===== src/rtl/sram_ctl_pkg.sv =====
package sram_ctl_pkg;

    typedef enum logic [2:0] {
        ST_IDLE,
        ST_READ,
        ST_WSETUP,
        ST_WPULSE,
        ST_TURN
    } state_t;

    typedef struct packed {
        logic cs1_n;
        logic cs2;
        logic oe_n;
        logic we_n;
        logic drv;
    } pins_t;

    localparam pins_t PINS_OFF   = '{cs1_n: 1'b1, cs2: 1'b0, oe_n: 1'b1, we_n: 1'b1, drv: 1'b0};
    localparam pins_t PINS_READ  = '{cs1_n: 1'b0, cs2: 1'b1, oe_n: 1'b0, we_n: 1'b1, drv: 1'b0};
    localparam pins_t PINS_WSET  = '{cs1_n: 1'b0, cs2: 1'b1, oe_n: 1'b1, we_n: 1'b1, drv: 1'b0};
    localparam pins_t PINS_WPULS = '{cs1_n: 1'b0, cs2: 1'b1, oe_n: 1'b1, we_n: 1'b0, drv: 1'b1};

    function automatic pins_t pins_of(state_t s);
        case (s)
            ST_READ:   return PINS_READ;
            ST_WSETUP: return PINS_WSET;
            ST_WPULSE: return PINS_WPULS;
            default:   return PINS_OFF;
        endcase
    endfunction

    function automatic int max3(int a, int b, int c);
        int m;
        m = (a > b) ? a : b;
        return (m > c) ? m : c;
    endfunction

endpackage


===== src/rtl/sram_ctl_fsm.sv =====
module sram_ctl_fsm
    import sram_ctl_pkg::*;
#(
    parameter int AW     = 17,
    parameter int DW     = 8,
    parameter int RD_CYC = 2,
    parameter int WR_CYC = 2,
    parameter int TA_CYC = 1
) (
    input  logic          clk,
    input  logic          rst,
    input  logic          req_valid,
    input  logic          req_write,
    input  logic [AW-1:0] req_addr,
    input  logic [DW-1:0] req_wdata,
    output logic          req_ready,
    output state_t        state,
    output logic          rd_last,
    output logic [AW-1:0] addr_q,
    output logic [DW-1:0] wdata_q
);
    localparam int MAXC = max3(RD_CYC, WR_CYC, TA_CYC);
    localparam int CW   = $clog2(MAXC + 1);
    localparam logic [CW-1:0] RD_LOAD = CW'(RD_CYC - 1);
    localparam logic [CW-1:0] WR_LOAD = CW'(WR_CYC - 1);
    localparam logic [CW-1:0] TA_LOAD = CW'(TA_CYC - 1);

    logic [CW-1:0] cnt_q;
    logic          cnt_zero;

    assign cnt_zero  = (cnt_q == '0);
    assign req_ready = (state == ST_IDLE);
    assign rd_last   = (state == ST_READ) && cnt_zero;

    always_ff @(posedge clk) begin
        if (rst) begin
            state   <= ST_IDLE;
            cnt_q   <= '0;
            addr_q  <= '0;
            wdata_q <= '0;
        end else begin
            case (state)
                ST_IDLE: begin
                    if (req_valid) begin
                        addr_q  <= req_addr;
                        wdata_q <= req_wdata;
                        if (req_write) begin
                            state <= ST_WSETUP;
                            cnt_q <= '0;
                        end else begin
                            state <= ST_READ;
                            cnt_q <= RD_LOAD;
                        end
                    end
                end
                ST_READ: begin
                    if (cnt_zero) begin
                        state <= ST_TURN;
                        cnt_q <= TA_LOAD;
                    end else begin
                        cnt_q <= cnt_q - 1'b1;
                    end
                end
                ST_WSETUP: begin
                    state <= ST_WPULSE;
                    cnt_q <= WR_LOAD;
                end
                ST_WPULSE: begin
                    if (cnt_zero) begin
                        state <= ST_TURN;
                        cnt_q <= TA_LOAD;
                    end else begin
                        cnt_q <= cnt_q - 1'b1;
                    end
                end
                default: begin
                    if (cnt_zero) begin
                        state <= ST_IDLE;
                    end else begin
                        cnt_q <= cnt_q - 1'b1;
                    end
                end
            endcase
        end
    end
endmodule


===== src/rtl/sram_ctl_pins.sv =====
module sram_ctl_pins
    import sram_ctl_pkg::*;
(
    input  state_t state,
    output logic   cs1_n,
    output logic   cs2,
    output logic   oe_n,
    output logic   we_n,
    output logic   drv
);
    pins_t p;

    always_comb begin
        p     = pins_of(state);
        cs1_n = p.cs1_n;
        cs2   = p.cs2;
        oe_n  = p.oe_n;
        we_n  = p.we_n;
        drv   = p.drv;
    end
endmodule


===== src/rtl/sram_ctl_rdcap.sv =====
module sram_ctl_rdcap #(
    parameter int DW = 8
) (
    input  logic          clk,
    input  logic          rst,
    input  logic          capture,
    input  logic [DW-1:0] din,
    output logic          rsp_valid,
    output logic [DW-1:0] rsp_rdata
);
    always_ff @(posedge clk) begin
        if (rst) begin
            rsp_valid <= 1'b0;
            rsp_rdata <= '0;
        end else begin
            rsp_valid <= capture;
            if (capture) begin
                rsp_rdata <= din;
            end
        end
    end
endmodule


===== src/rtl/sram_ctl.sv =====
module sram_ctl
    import sram_ctl_pkg::*;
#(
    parameter int AW     = 17,
    parameter int DW     = 8,
    parameter int RD_CYC = 2,
    parameter int WR_CYC = 2,
    parameter int TA_CYC = 1
) (
    input  logic          clk,
    input  logic          rst,
    input  logic          req_valid,
    output logic          req_ready,
    input  logic          req_write,
    input  logic [AW-1:0] req_addr,
    input  logic [DW-1:0] req_wdata,
    output logic          rsp_valid,
    output logic [DW-1:0] rsp_rdata,
    output logic [AW-1:0] mem_addr,
    output logic          mem_cs1_n,
    output logic          mem_cs2,
    output logic          mem_oe_n,
    output logic          mem_we_n,
    output logic          mem_dq_oe,
    output logic [DW-1:0] mem_dq_out,
    input  logic [DW-1:0] mem_dq_in
);
    state_t        state;
    logic          rd_last;
    logic [DW-1:0] wdata_q;

    sram_ctl_fsm #(
        .AW(AW), .DW(DW), .RD_CYC(RD_CYC), .WR_CYC(WR_CYC), .TA_CYC(TA_CYC)
    ) u_fsm (
        .clk       (clk),
        .rst       (rst),
        .req_valid (req_valid),
        .req_write (req_write),
        .req_addr  (req_addr),
        .req_wdata (req_wdata),
        .req_ready (req_ready),
        .state     (state),
        .rd_last   (rd_last),
        .addr_q    (mem_addr),
        .wdata_q   (wdata_q)
    );

    sram_ctl_pins u_pins (
        .state (state),
        .cs1_n (mem_cs1_n),
        .cs2   (mem_cs2),
        .oe_n  (mem_oe_n),
        .we_n  (mem_we_n),
        .drv   (mem_dq_oe)
    );

    sram_ctl_rdcap #(.DW(DW)) u_cap (
        .clk       (clk),
        .rst       (rst),
        .capture   (rd_last),
        .din       (mem_dq_in),
        .rsp_valid (rsp_valid),
        .rsp_rdata (rsp_rdata)
    );

    assign mem_dq_out = wdata_q;
endmodule


===== config.mk =====
export PLATFORM = sky130hd
export DESIGN_NAME = sram_ctl
export DESIGN_NICKNAME = d
export VERILOG_FILES = /design/src/rtl/sram_ctl_pkg.sv /design/src/rtl/sram_ctl_fsm.sv /design/src/rtl/sram_ctl_pins.sv /design/src/rtl/sram_ctl_rdcap.sv /design/src/rtl/sram_ctl.sv
export SDC_FILE = /design/constraint.sdc
export NUM_CORES = 1
export LEC_CHECK = 0
export ABC_AREA = 1
export CAP_MARGIN = 5
export CORE_ASPECT_RATIO = 0.7
export CORE_MARGIN = 2
export CORE_UTILIZATION = 38
export DETAILED_ROUTE_END_ITERATION = 6
export PLACE_DENSITY = 0.72
export SLEW_MARGIN = 20
export SYNTH_ARGS = -nofsm -noshare
export SYNTH_HDL_FRONTEND = slang
export SYNTH_HIERARCHICAL = 1
export SYNTH_SLANG_ARGS = --single-unit

===== constraint.sdc =====
create_clock -name clk -period 1.3 [get_ports clk]
set_clock_uncertainty 0.1 [all_clocks]
set_input_delay 0.26 -clock clk [delete_from_list [all_inputs] [get_ports clk]]
set_output_delay 0.26 -clock clk [all_outputs]
set_load 0.01 [all_outputs]

==> metrics.md <==
| Metric | Value |
|---|---|
| Outcome | `finished with violations` |
| Failing checks | `setup timing` |
| Share of flip-flops with an asynchronous set or reset after synthesis | `0%` |
| Total of buffers placed on input and output ports | `76` |
| Leading cell type by number of instances after synthesis | `nand2_1` |
| Worst relative slew slack | `76.3%` |
| Antenna diodes | `0` |
| Proportion of synthesized chip area in sequential cells | `43.3%` |
| Post-detailed-route wirelength per cell | `11.0 um` |
| Cell count after synthesis | `275` |
| Largest net degree at the start of global routing | `17` |
| Biggest area consumer among synthesized cells | `dfxtp_1` |
| Total gr overflow | `0` |
| Starting density of the core | `40.5%` |
| # H-tree levels | `2` |
| Drc violations | `0` |
| Critical Path Sink Type | `output port` |
| Clock latency at the later pin of the worst-skew pair | `280 ps` |
| Hold depth | `2` |
| Final worst path period share | `110%` |
| Worst hold slack | `372 ps` |
| Number of max-cap violations | `0` |
| Number of endpoints with negative hold slack in the final report | `0` |
| Path type of the worst setup path | `reg2out` |
| Num ports | `77` |
| Global-route wire length before repair | `7360 um` |
| Placeable core region | `4450 um^2` |
| RSZ-0062 raised after global routing | `true` |
| Clock tree from TritonCTS | `yes` |
| Antenna-violating nets left | `0` |
| Num CTS Buffers | `5` |
| Warnings from Yosys | `6` |
| Max Transition Viols Final | `0` |
| Final std cell area, no fill | `3130 um^2` |
| R2R Path End | `u_cap/rsp_rdata[1]` |
| IR drop worst, VDD | `1.08 mV` |
| Count of state elements after synthesis | `39` |
| Endpoint, Worst Hold | `u_cap/rsp_rdata[1]` |
| Pleak | `1.61 nW` |
| Syn Std Cell Area | `~1800 um^2` |
| DR pass1 iterations | `5` |
| Final setup violating endpoints | `38` |
| Setup slack of the most critical reg-to-reg path | `-80 ps` |
| Least-Margin Pin Slew | `356 ps` |
| Cell area power density | `2010 nW/um^2` |
| Area share of the leading cell type in the synthesized netlist | `43.3%` |
| NetSw | `between 2 and 2.5 mW` |
| Count of distinct cell types in the synthesized netlist | `19` |
| Register share of total power | `between 20 and 30%` |
| CP required | `between 900 and 1000 ps` |
| Detail-routed via count per cell | `4.37` |
| DRT iter0 DRCs | `48` |
| Total detailed-routing wirelength | `4800 um` |
| Internal | `3.84 mW` |
| F_max | `698 MHz` |
| Data arrival, critical path | `approximately 1100 ps` |
| Maximum number of buffers from clock root to sink | `2` |
| Post-placement cell area | `2760 um^2` |
| Overall track demand over capacity in global routing | `17.8%` |
| Synth Net Count | `315` |
| Hold Crit Class | `reg2reg` |
| Clock sink count | `39` |
| Maximum fanout along the worst path | `5` |
| Fraction of power consumed by the clock network | `12.3%` |
| Minimum setup slack after placement | `-207 ps` |
| Worst Min Path Start | `u_cap/rsp_rdata[1]` |
| Die footprint | `between 5000 and 6000 um^2` |
| Flip-flop cell with the highest count after synthesis | `dfxtp_1` |
| Number of enable-type register cells in the synthesized netlist | `0` |
| Initial antenna violation count | `0` |
| Via total after detailed routing | `between 1,500 and 2,000` |
| Number of placement rows | `20` |
| Cell types with the largest area share after synthesis | `dfxtp_1, nand2_1, nor2_1` |
| Combinational group share of total power | `58.1%` |
| Hold-fix buffer count after cts | `0` |
| Worst Reg2Reg Path Length in Cells | `6` |
| Root buffer cell | `clkbuf_8` |
| Worst setup startpoint | `u_fsm/state[1]` |
| Overall die width | `86.3 um` |
| Cell types with the highest counts after synthesis | `nand2_1, nor2_1, inv_1, dfxtp_1, nand2_2` |
| Chip height | `61.6 um` |
| Least setup slack across all paths after layout | `-132 ps` |
| Switching share of power | `39.0%` |
| Final min period | `~1400 ps` |
| Syn-to-layout area delta | `73.4%` |
| Avg Cell Area, Syn | `6.56 um^2` |
| Category of the worst setup path launch point | `flop` |
| Crit Reg-Reg Startpoint | `u_fsm/state[2]` |
| Share of post-route cells with drive strength above 1 | `a little over a quarter` |
| Clk slew on worst S/H paths | `70 ps` |
| HPWL after DPL | `3060 um` |
| Final Net Count | `419` |
| Gpl congestion | `roughly 0.83` |
| Vias in the first global route | `about 1,700` |
[worst max path at each step]
| stage | endpoint | cells past startpoint |
|---|---|---|
| 2_1_floorplan | u_cap/rsp_rdata[6] | 9 |
| 3_3_place_gp | u_fsm/cnt_q[0] | 6 |
| 3_5_place_dp | u_fsm/cnt_q[0] | 6 |
| 4_1_cts | mem_oe_n | 3 |
| 5_1_grt | mem_oe_n | 3 |
| 6_report | mem_oe_n | 3 |
[routing by layer]
layer	part of all wire, %	vias up	global-route usage, %
li1	-	1003	-
met1	47	838	22.1
met2	46	60	30.5
met3	7.3	2	6.03
met4	0.44	0	4.02
met5	0	-	0
[final cells by class]
class / instances / area (um^2)
fillers: 397 / 1330
repair buffers: 106 / 1080
multi-input cells: 183 / 931
flip-flops and latches: 39 / 795
inverters: 44 / 170
clock buffers: 7 / 76.3
well taps: 55 / 68.8
clock inverters: 1 / 5.00
[kinds of logic after synthesis]
| group | synth area share, % |
|---|---|
| fa+ha+maj | 2.08 |
| flops | 43.3 |
| buf+inv | 14.2 |
| simple gates | 39.3 |
| compound gates | 1.11 |
[sequential cells by signal, indices dropped and copies added, names as in the netlist]
| name | count |
|---|---|
| u_fsm/addr_q | 17 |
| u_fsm/wdata_q | 8 |
| u_cap/rsp_valid | 1 |
| u_fsm/cnt_q | 2 |
| u_fsm/state | 3 |
| u_cap/rsp_rdata | 8 |
[what timing repair did]
action,4_1_cts,5_1_grt
endpoints found under the setup margin,77,54
cloned,3,3
pin swaps,5,9
resized for setup,81,55
setup buffers,4,1
[cell usage in the layout (no fill, tap or decap), types with 2 or more instances in the layout]
| cell type | n |
|---|---|
| clkdlybuf4s50_1 | 35 |
| a21oi_2 | 2 |
| nor2_4 | 3 |
| dfxtp_4 | 3 |
| dfxtp_1 | 34 |
| nand2_1 | 63 |
| dlygate4sd2_1 | 25 |
| clkbuf_1 | 2 |
| inv_2 | 6 |
| nand3_1 | 3 |
| dfxtp_2 | 2 |
| buf_2 | 5 |
| nor2_1 | 64 |
| ha_1 | 2 |
| clkbuf_8 | 5 |
| clkdlybuf4s15_1 | 9 |
| nand2_4 | 2 |
| buf_4 | 12 |
| buf_12 | 4 |
| buf_6 | 12 |
| clkbuf_16 | 2 |
| nand3_2 | 2 |
| inv_1 | 37 |
| nor2_2 | 11 |
| nand2_2 | 23 |
[worst max-delay path, cell delays in order (launching register included)]
cell and delay, ps:
dfxtp_4 350, buf_6 120, nand3b_1 160, buf_2 150
[power by group through the flow]
stage	clock (mW)	combinational (mW)	sequential (mW)
after floorplan	0	1.45	2.09
after CTS	0.806	3.17	1.85
after global routing	0.858	4.02	1.92
after detailed placement	0	3.14	1.90
after global placement	0	3.10	1.88
final	0.774	3.66	1.86
[stage by stage]
| step | setup TNS, ps | power [mW] | utilization [%] | instances |
|---|---|---|---|---|
| CTS | -1010 | 5.83 | 65.2 | 431 |
| detailed placement | -5830 | 5.04 | 62.0 | 416 |
| global route | -4880 | 6.79 | 70.2 | 435 |
| floorplan | -203 | 3.54 | - | 275 |
| finish | -1590 | 6.30 | 70.2 | 435 |
| global placement | -5800 | 4.98 | 62.0 | 416 |
No activity file was read; power rests on OpenSTA's default activity.
